File: src/rtl/ivt_pkg.sv
// Shared constants for the interval timer: register addresses and the
// positions of mode-word bits the channel logic decodes.
package ivt_pkg;
    localparam int CNT_W = 16;

    typedef enum logic [1:0] {
        REG_COUNT  = 2'd0,
        REG_MODE   = 2'd1,
        REG_TARGET = 2'd2,
        REG_NONE   = 2'd3
    } reg_addr_e;

    localparam int MB_HALT    = 0;   // variant 2: stop counting
    localparam int MB_TGT_RST = 3;   // fold count to zero at target
    localparam int MB_IRQ_TGT = 4;   // irq on target event
    localparam int MB_IRQ_OVF = 5;   // irq on overflow event
    localparam int MB_REPEAT  = 6;   // irq repeats instead of one-shot
    localparam int MB_SRC_A   = 8;   // variants 0/1: external tick
    localparam int MB_SRC_B   = 9;   // variant 2: divide by eight
    localparam int MB_ANY_EVT = 10;  // set by either event
    localparam int MB_TGT_HIT = 11;  // sticky target flag
    localparam int MB_OVF_HIT = 12;  // sticky overflow flag
endpackage

File: src/rtl/ivt_tick_sel.sv
// Advance-enable selection for one timer channel.
// Assumes dot/hsync ticks are single-cycle enables in the clk domain.
// The divide prescaler restarts on each mode write so its phase is known.
module ivt_tick_sel #(
    parameter int CHANNEL  = 0,
    parameter int DIV_LOG2 = 3
) (
    input  logic clk,
    input  logic rst_n,
    input  logic restart,
    input  logic sel_a,
    input  logic sel_b,
    input  logic halt,
    input  logic dot_tick,
    input  logic hsync_tick,
    output logic adv
);
    localparam logic [DIV_LOG2-1:0] PRE_LAST = '1;

    logic [DIV_LOG2-1:0] pre_q;
    logic                pre_pulse;
    logic                alt_src;
    logic                alt_sel;
    logic                halted;

    // Prescaler: free-running divider, realigned by a mode write.
    always_ff @(posedge clk) begin
        if (!rst_n || restart) pre_q <= '0;
        else                   pre_q <= pre_q + 1'b1;
    end

    assign pre_pulse = (pre_q == PRE_LAST);

    // Source mux: the variant parameter fixes which tick a mode bit picks.
    always_comb begin
        alt_src = (CHANNEL == 0) ? dot_tick :
                  (CHANNEL == 1) ? hsync_tick : pre_pulse;
        alt_sel = (CHANNEL == 2) ? sel_b : sel_a;
        halted  = (CHANNEL == 2) && halt;
        adv     = !halted && (alt_sel ? alt_src : 1'b1);
    end


    halt_no_adv_chk: assert property (@(posedge clk) disable iff (!rst_n)
        (CHANNEL == 2 && halt) |-> !adv);
endmodule

File: src/rtl/ivt_count.sv
// Counter datapath for one timer channel: load, clear, advance and the
// target / all-ones compares. Events are only reported on a real advance.
module ivt_count #(
    parameter int W = 16
) (
    input  logic         clk,
    input  logic         rst_n,
    input  logic         adv,
    input  logic         clear,
    input  logic         load,
    input  logic [W-1:0] load_val,
    input  logic [W-1:0] target,
    input  logic         tgt_rst,
    output logic [W-1:0] cnt,
    output logic         tgt_evt,
    output logic         ovf_evt
);
    localparam logic [W-1:0] ALL_ONES = '1;

    logic [W-1:0] nxt;
    logic         step;

    // Compare stage: the value the counter would step to.
    always_comb begin
        nxt     = cnt + 1'b1;
        step    = adv && !clear && !load;
        tgt_evt = step && (nxt == target);
        ovf_evt = step && (nxt == ALL_ONES);
    end

    // Count register: a write wins, then a fold at target, then a step.
    always_ff @(posedge clk) begin
        if (!rst_n || clear)         cnt <= '0;
        else if (load)               cnt <= load_val;
        else if (tgt_evt && tgt_rst) cnt <= '0;
        else if (step)               cnt <= nxt;
    end


    tgt_fold_chk: assert property (@(posedge clk) disable iff (!rst_n)
        (tgt_evt && tgt_rst) |=> (cnt == '0));

    load_val_chk: assert property (@(posedge clk) disable iff (!rst_n)
        (load && !clear) |=> (cnt == $past(load_val)));

    idle_hold_chk: assert property (@(posedge clk) disable iff (!rst_n)
        (!adv && !clear && !load) |=> $stable(cnt));
endmodule

File: src/rtl/ivt_ctrl.sv
// Mode word, sticky status bits and interrupt pulse for one channel.
// Assumes events arrive already qualified (no event on a write cycle).
module ivt_ctrl #(
    parameter int W = 16
) (
    input  logic         clk,
    input  logic         rst_n,
    input  logic         wr_mode,
    input  logic [W-1:0] wdata,
    input  logic         rd_clr,
    input  logic         tgt_evt,
    input  logic         ovf_evt,
    output logic [W-1:0] mode,
    output logic         irq
);
    import ivt_pkg::*;

    logic [W-1:0] mode_nxt;
    logic         fired;
    logic         want;
    logic         fire;

    // Next mode word: the read-clear goes first so an event overrides it.
    always_comb begin
        mode_nxt = mode;
        if (rd_clr) begin
            mode_nxt[MB_TGT_HIT] = 1'b0;
            mode_nxt[MB_OVF_HIT] = 1'b0;
        end
        if (tgt_evt) begin
            mode_nxt[MB_TGT_HIT] = 1'b1;
            mode_nxt[MB_ANY_EVT] = 1'b1;
        end
        if (ovf_evt) begin
            mode_nxt[MB_OVF_HIT] = 1'b1;
            mode_nxt[MB_ANY_EVT] = 1'b1;
        end
        if (wr_mode) mode_nxt = wdata;
    end

    // Interrupt qualification against enables and the one-shot latch.
    always_comb begin
        want = (tgt_evt && mode[MB_IRQ_TGT]) || (ovf_evt && mode[MB_IRQ_OVF]);
        fire = want && !wr_mode && (mode[MB_REPEAT] || !fired);
    end

    // Mode register.
    always_ff @(posedge clk) begin
        if (!rst_n) mode <= '0;
        else        mode <= mode_nxt;
    end

    // Pulse output and one-shot latch; a mode write re-arms.
    always_ff @(posedge clk) begin
        if (!rst_n) begin
            irq   <= 1'b0;
            fired <= 1'b0;
        end else begin
            irq   <= fire;
            fired <= wr_mode ? 1'b0 : (fired || fire);
        end
    end


    tgt_flag_sticky_chk: assert property (@(posedge clk) disable iff (!rst_n)
        (mode[MB_TGT_HIT] && !rd_clr && !wr_mode) |=> mode[MB_TGT_HIT]);

    rd_clear_chk: assert property (@(posedge clk) disable iff (!rst_n)
        (rd_clr && !wr_mode && !tgt_evt && !ovf_evt)
            |=> (!mode[MB_TGT_HIT] && !mode[MB_OVF_HIT]));

    one_shot_chk: assert property (@(posedge clk) disable iff (!rst_n)
        (fired && !mode[MB_REPEAT] && !wr_mode) |=> !irq);

    irq_cause_chk: assert property (@(posedge clk) disable iff (!rst_n)
        irq |-> $past(tgt_evt || ovf_evt));
endmodule

File: src/rtl/ivtimer.sv
// One channel of a 16-bit interval timer with a count/mode/target
// register port. Writes are synchronous; read data is combinational.
// CHANNEL picks the clock-source variant (0, 1 or 2).
module ivtimer #(
    parameter int CHANNEL  = 0,
    parameter int DIV_LOG2 = 3
) (
    input  logic        clk,
    input  logic        rst_n,
    input  logic        wr_en,
    input  logic        rd_en,
    input  logic [1:0]  addr,
    input  logic [15:0] wdata,
    input  logic        dot_tick,
    input  logic        hsync_tick,
    output logic [15:0] rdata,
    output logic        irq
);
    import ivt_pkg::*;

    logic [CNT_W-1:0] cnt;
    logic [CNT_W-1:0] mode;
    logic [CNT_W-1:0] target;
    logic             wr_cnt, wr_mode, wr_tgt, rd_clr;
    logic             adv, tgt_evt, ovf_evt;

    // Register decode.
    always_comb begin
        wr_cnt  = wr_en && (addr == REG_COUNT);
        wr_mode = wr_en && (addr == REG_MODE);
        wr_tgt  = wr_en && (addr == REG_TARGET);
        rd_clr  = rd_en && (addr == REG_MODE);
    end

    // Target register.
    always_ff @(posedge clk) begin
        if (!rst_n)      target <= '0;
        else if (wr_tgt) target <= wdata;
    end

    // Read mux.
    always_comb begin
        unique case (reg_addr_e'(addr))
            REG_COUNT:  rdata = cnt;
            REG_MODE:   rdata = mode;
            REG_TARGET: rdata = target;
            default:    rdata = '0;
        endcase
    end

    ivt_tick_sel #(.CHANNEL(CHANNEL), .DIV_LOG2(DIV_LOG2)) u_tick (
        .clk(clk), .rst_n(rst_n), .restart(wr_mode),
        .sel_a(mode[MB_SRC_A]), .sel_b(mode[MB_SRC_B]), .halt(mode[MB_HALT]),
        .dot_tick(dot_tick), .hsync_tick(hsync_tick), .adv(adv)
    );

    ivt_count #(.W(CNT_W)) u_cnt (
        .clk(clk), .rst_n(rst_n), .adv(adv), .clear(wr_mode), .load(wr_cnt),
        .load_val(wdata), .target(target), .tgt_rst(mode[MB_TGT_RST]),
        .cnt(cnt), .tgt_evt(tgt_evt), .ovf_evt(ovf_evt)
    );

    ivt_ctrl #(.W(CNT_W)) u_ctrl (
        .clk(clk), .rst_n(rst_n), .wr_mode(wr_mode), .wdata(wdata),
        .rd_clr(rd_clr), .tgt_evt(tgt_evt), .ovf_evt(ovf_evt),
        .mode(mode), .irq(irq)
    );


    mode_wr_clear_chk: assert property (@(posedge clk) disable iff (!rst_n)
        wr_mode |=> (cnt == '0 && mode == $past(wdata)));

    tgt_wr_chk: assert property (@(posedge clk) disable iff (!rst_n)
        wr_tgt |=> (target == $past(wdata)));
endmodule

File: config.mk
export PLATFORM = sky130hd
export DESIGN_NAME = ivtimer
export DESIGN_NICKNAME = d
export VERILOG_FILES = /design/src/rtl/ivt_pkg.sv /design/src/rtl/ivt_tick_sel.sv /design/src/rtl/ivt_count.sv /design/src/rtl/ivt_ctrl.sv /design/src/rtl/ivtimer.sv
export SDC_FILE = /design/constraint.sdc
export NUM_CORES = 1
export LEC_CHECK = 0
export CAP_MARGIN = 20
export CORE_UTILIZATION = 47
export CTS_CLUSTER_DIAMETER = 40
export DETAILED_ROUTE_END_ITERATION = 8
export PLACE_DENSITY_LB_ADDON = 0.12
export SYNTH_ARGS = -nofsm -noshare
export SYNTH_HDL_FRONTEND = slang
export SYNTH_SLANG_ARGS = --single-unit
export TNS_END_PERCENT = 50
File: constraint.sdc
create_clock -name clk -period 4.1 [get_ports clk]
set_clock_uncertainty 0.2 [all_clocks]
set_input_delay 0.41 -clock clk [delete_from_list [all_inputs] [get_ports clk]]
set_output_delay 0.41 -clock clk [all_outputs]
set_load 0.05 [all_outputs]
==> results of run 1 <==
-- report_power, final --
part	internal, W	total (W)	switching (W)
combinational	0.000103	0.000223	0.000120
clock	0.000136	0.000310	0.000174
sequential	0.000504	0.000526	0.0000213
-- worst paths after layout --
kind | from | end | slack [ns] | depth (start not counted)
max | u_cnt.cnt[1] | u_cnt.cnt[9] | 0.44 | 9
min | u_ctrl.fired | u_ctrl.fired | 0.27 | 2
max reg2reg | u_cnt.cnt[1] | u_cnt.cnt[9] | 0.44 | 9
min reg2reg | u_ctrl.fired | u_ctrl.fired | 0.27 | 2
-- cell families (layout without fill, tap and decap cells) --
kind of cell,count (synthesis),count (layout),synth area share [%]
compound gates,109,109,22.8
simple gates,153,153,22.8
xor+xnor,26,26,9.33
fa+ha+maj,2,2,0.784
mux,17,17,5.37
buf+inv,49,81,7.53
flops,50,50,31.4
-- layer usage --
layer | routed length [um] | share of wire, %
met1 | 4560 | 50
met2 | 3930 | 43
met3 | 582 | 6.3
met4 | 136 | 1.5
met5 | 0 | 0
-- registers in the layout, summed over array words and instances (netlist names) --
name and cells:
target 16, u_ctrl.irq 1, u_ctrl.mode 16, u_cnt.cnt 16, u_ctrl.fired 1
-- worst register-to-register path, stage by stage (launching register included) --
cell and delay (ns):
dfxtp_1 0.48, ha_1 0.34, nand3_1 0.14, or4_1 0.62, mux2_2 0.26, or4b_1 0.44, or4_1 0.47, buf_4 0.21
nand2_1 0.24, o21ai_0 0.13
-- layout make-up --
class	count	area, um2
Clock inverter	2	12.5
Timing Repair Buffer	59	704
Clock buffer	6	82.6
Fill cell	600	2550
Inverter	14	52.6
Multi-Input combinational cell	307	1950
Tap cell	77	96.3
Sequential cell	50	1000
-- layout by cell type, fill, tap and decap left out, drive strengths merged, types with 7 or more instances in the layout --
cell type      instances
o21ai                 31
a31oi                  9
nand3                 10
nand4                  9
dfxtp                 50
xor2                   7
a22oi                 11
nor2                   8
xnor2                 14
a21boi                30
buf                   36
clkdlybuf4s50         23
inv                   14
a21oi                  7
mux2i                 16
nand2                 89
-- metrics by stage --
stage / setup slack [ns] / util [%]
2_1_floorplan: 0.749 / -
3_3_place_gp: 0.487 / 58.8
3_5_place_dp: 0.459 / 58.8
4_1_cts: 0.437 / 60.3
5_1_grt: 0.242 / 60.4
6_report: 0.436 / 60.4
==> key figures, run 1 <==
Logic synthesis
  • Synth Flop Type: dfxtp_1
  • Syn Nets: 432
  • Syn Std Cell Area: 3190 um2
  • Yosys cell types: 47
  • Post-synth EDFFs: 0
  • Synth top area share: 31.4%
  • Synth Warn #: 0
  • Count leader, synth: nand2_1
  • Cells after Synth: 406
  • Yosys reg bits: 50
  • Largest cells by area after synthesis: dfxtp_1, nand2_1, a21boi_0
  • Most instantiated cells after synthesis: nand2_1, dfxtp_1, a21boi_0, o21ai_0, clkbuf_1
  • Post-synth top area cell: dfxtp_1
  • Register area share after synthesis: 31.4%
  • Synth Area per Inst: 7.86 um2
  • Synth async-reset ratio: 0%

Worst setup path
  • Most used cell, CP: or4_1
  • Slowest Stage Delay on Critical Path: 0.62 ns
  • CP max stage cell: or4_1
  • Worst path top cell family by delay: simple AND/OR/NAND/NOR gates
  • Worst-path cell chain: ha_1 -> nand3_1 -> or4_1 -> mux2_2 -> or4b_1 -> or4_1 -> buf_4 -> nand2_1 -> o21ai_0
  • Required @ worst endpoint: 4.10 ns
  • WP data arrival: 3.67 ns
  • Buf+Inv Stages, Crit Path: 1
  • CP Capture Type: flip-flop
  • CP max FO: 16
  • Setup crit start kind: flip-flop
  • Setup CP Type: flip-flop to flip-flop

Placement
  • Inst Count DP: 506
  • Dpl hpwl: 6.80 mm
  • Port-buffer cells: 39
  • Placed Area: 3800 um2
  • Gpl congestion: 0.909

Clocking
  • Cts repair resizes: 0
  • TritonCTS Buffers: 5
  • Hold buffer count at CTS: 0
  • # Post-CTS Setup Buffers: 0
  • Bufs on Longest Clock Path: 2
  • Clock tree sinks: 50
  • CTS tree: done
  • Clock Tree Root: clkbuf_8
  • Clock Latency Late Sink: 0.31 ns
  • Worst-path clk slew: 0.09 ns
  • H-tree Lvls: 2

GRT
  • Vias in the first global route: 2,813
  • Grt met1 use: 40.8%
  • Total gr overflow: 0
  • Largest net degree at the start of global routing: 34
  • Initial antenna violation count: 0
  • Most crowded layer after global routing: met1
  • Overall routing resource usage: 26.6%
  • GR Layer Usage met2: 39.0%
  • Met3 Track Usage GR: 3.83%
  • First-pass GRT wire length: 15.0 mm

Timing
  • Endpoints failing setup: 0
  • RSZ-0062 raised after global routing: false
  • Final cycle utilization of the critical path: 89.4%
  • Hold_ws: 0.269 ns
  • Hold Fails Final Rpt: 0
  • Setup tns final: 0 ns
  • Final min period: 3.66 ns
  • Pins Over Slew Limit: 0
  • Worst-Margin Slew: 0.855 ns
  • Max Fclk: 0.273 GHz
  • Normalized max-slew margin: 42.6%

Floorplanning
  • FP Rows: 29
  • Die ar.: 7120 um2
  • Die width: 84.4 um
  • IO Pins: 41
  • Core area: 6460 um2
  • Initial Util: 49.4%
  • Die span in y: 84.4 um

Power
  • Leak pwr: 1.36 nW
  • Total power: 0.00106 W
  • Pwr Density: 271 nW/um2
  • Worst vdd ir: 0.179 mV

Layout
  • Syn-to-layout area delta: 22.4%
  • Design Area, Final: 3900 um2
  • Final #Nets: 463
  • Share of layout cells above drive strength 1: 11.2%
  • ANT cells: 0
  • Final cell count without fillers: 515

Route
  • Post-route DRC violation count: 0
  • Detailed Routing Iterations Pass 1: 5
  • Initial drt markers: 334
  • Routed vias: 3,101
  • Detailed Route WL: 9.21 mm
  • Vias per inst: 6.02
  • DR WL/cell: 17.9 um
  • Routed Antenna Nets: 0

Min path
  • HP Class: flip-flop to flip-flop

Flow run
  • Max_cap viols: 0

Status
  • Status: complete, no violations
Power figures use the tool's default switching activity.
==> run 2, diff against run 1 <==
Settings changed: SKIP_LAST_GASP set to 1.
==> results of run 2 <==
No change in the layout: final DEF, timing and power equal those of run 1.
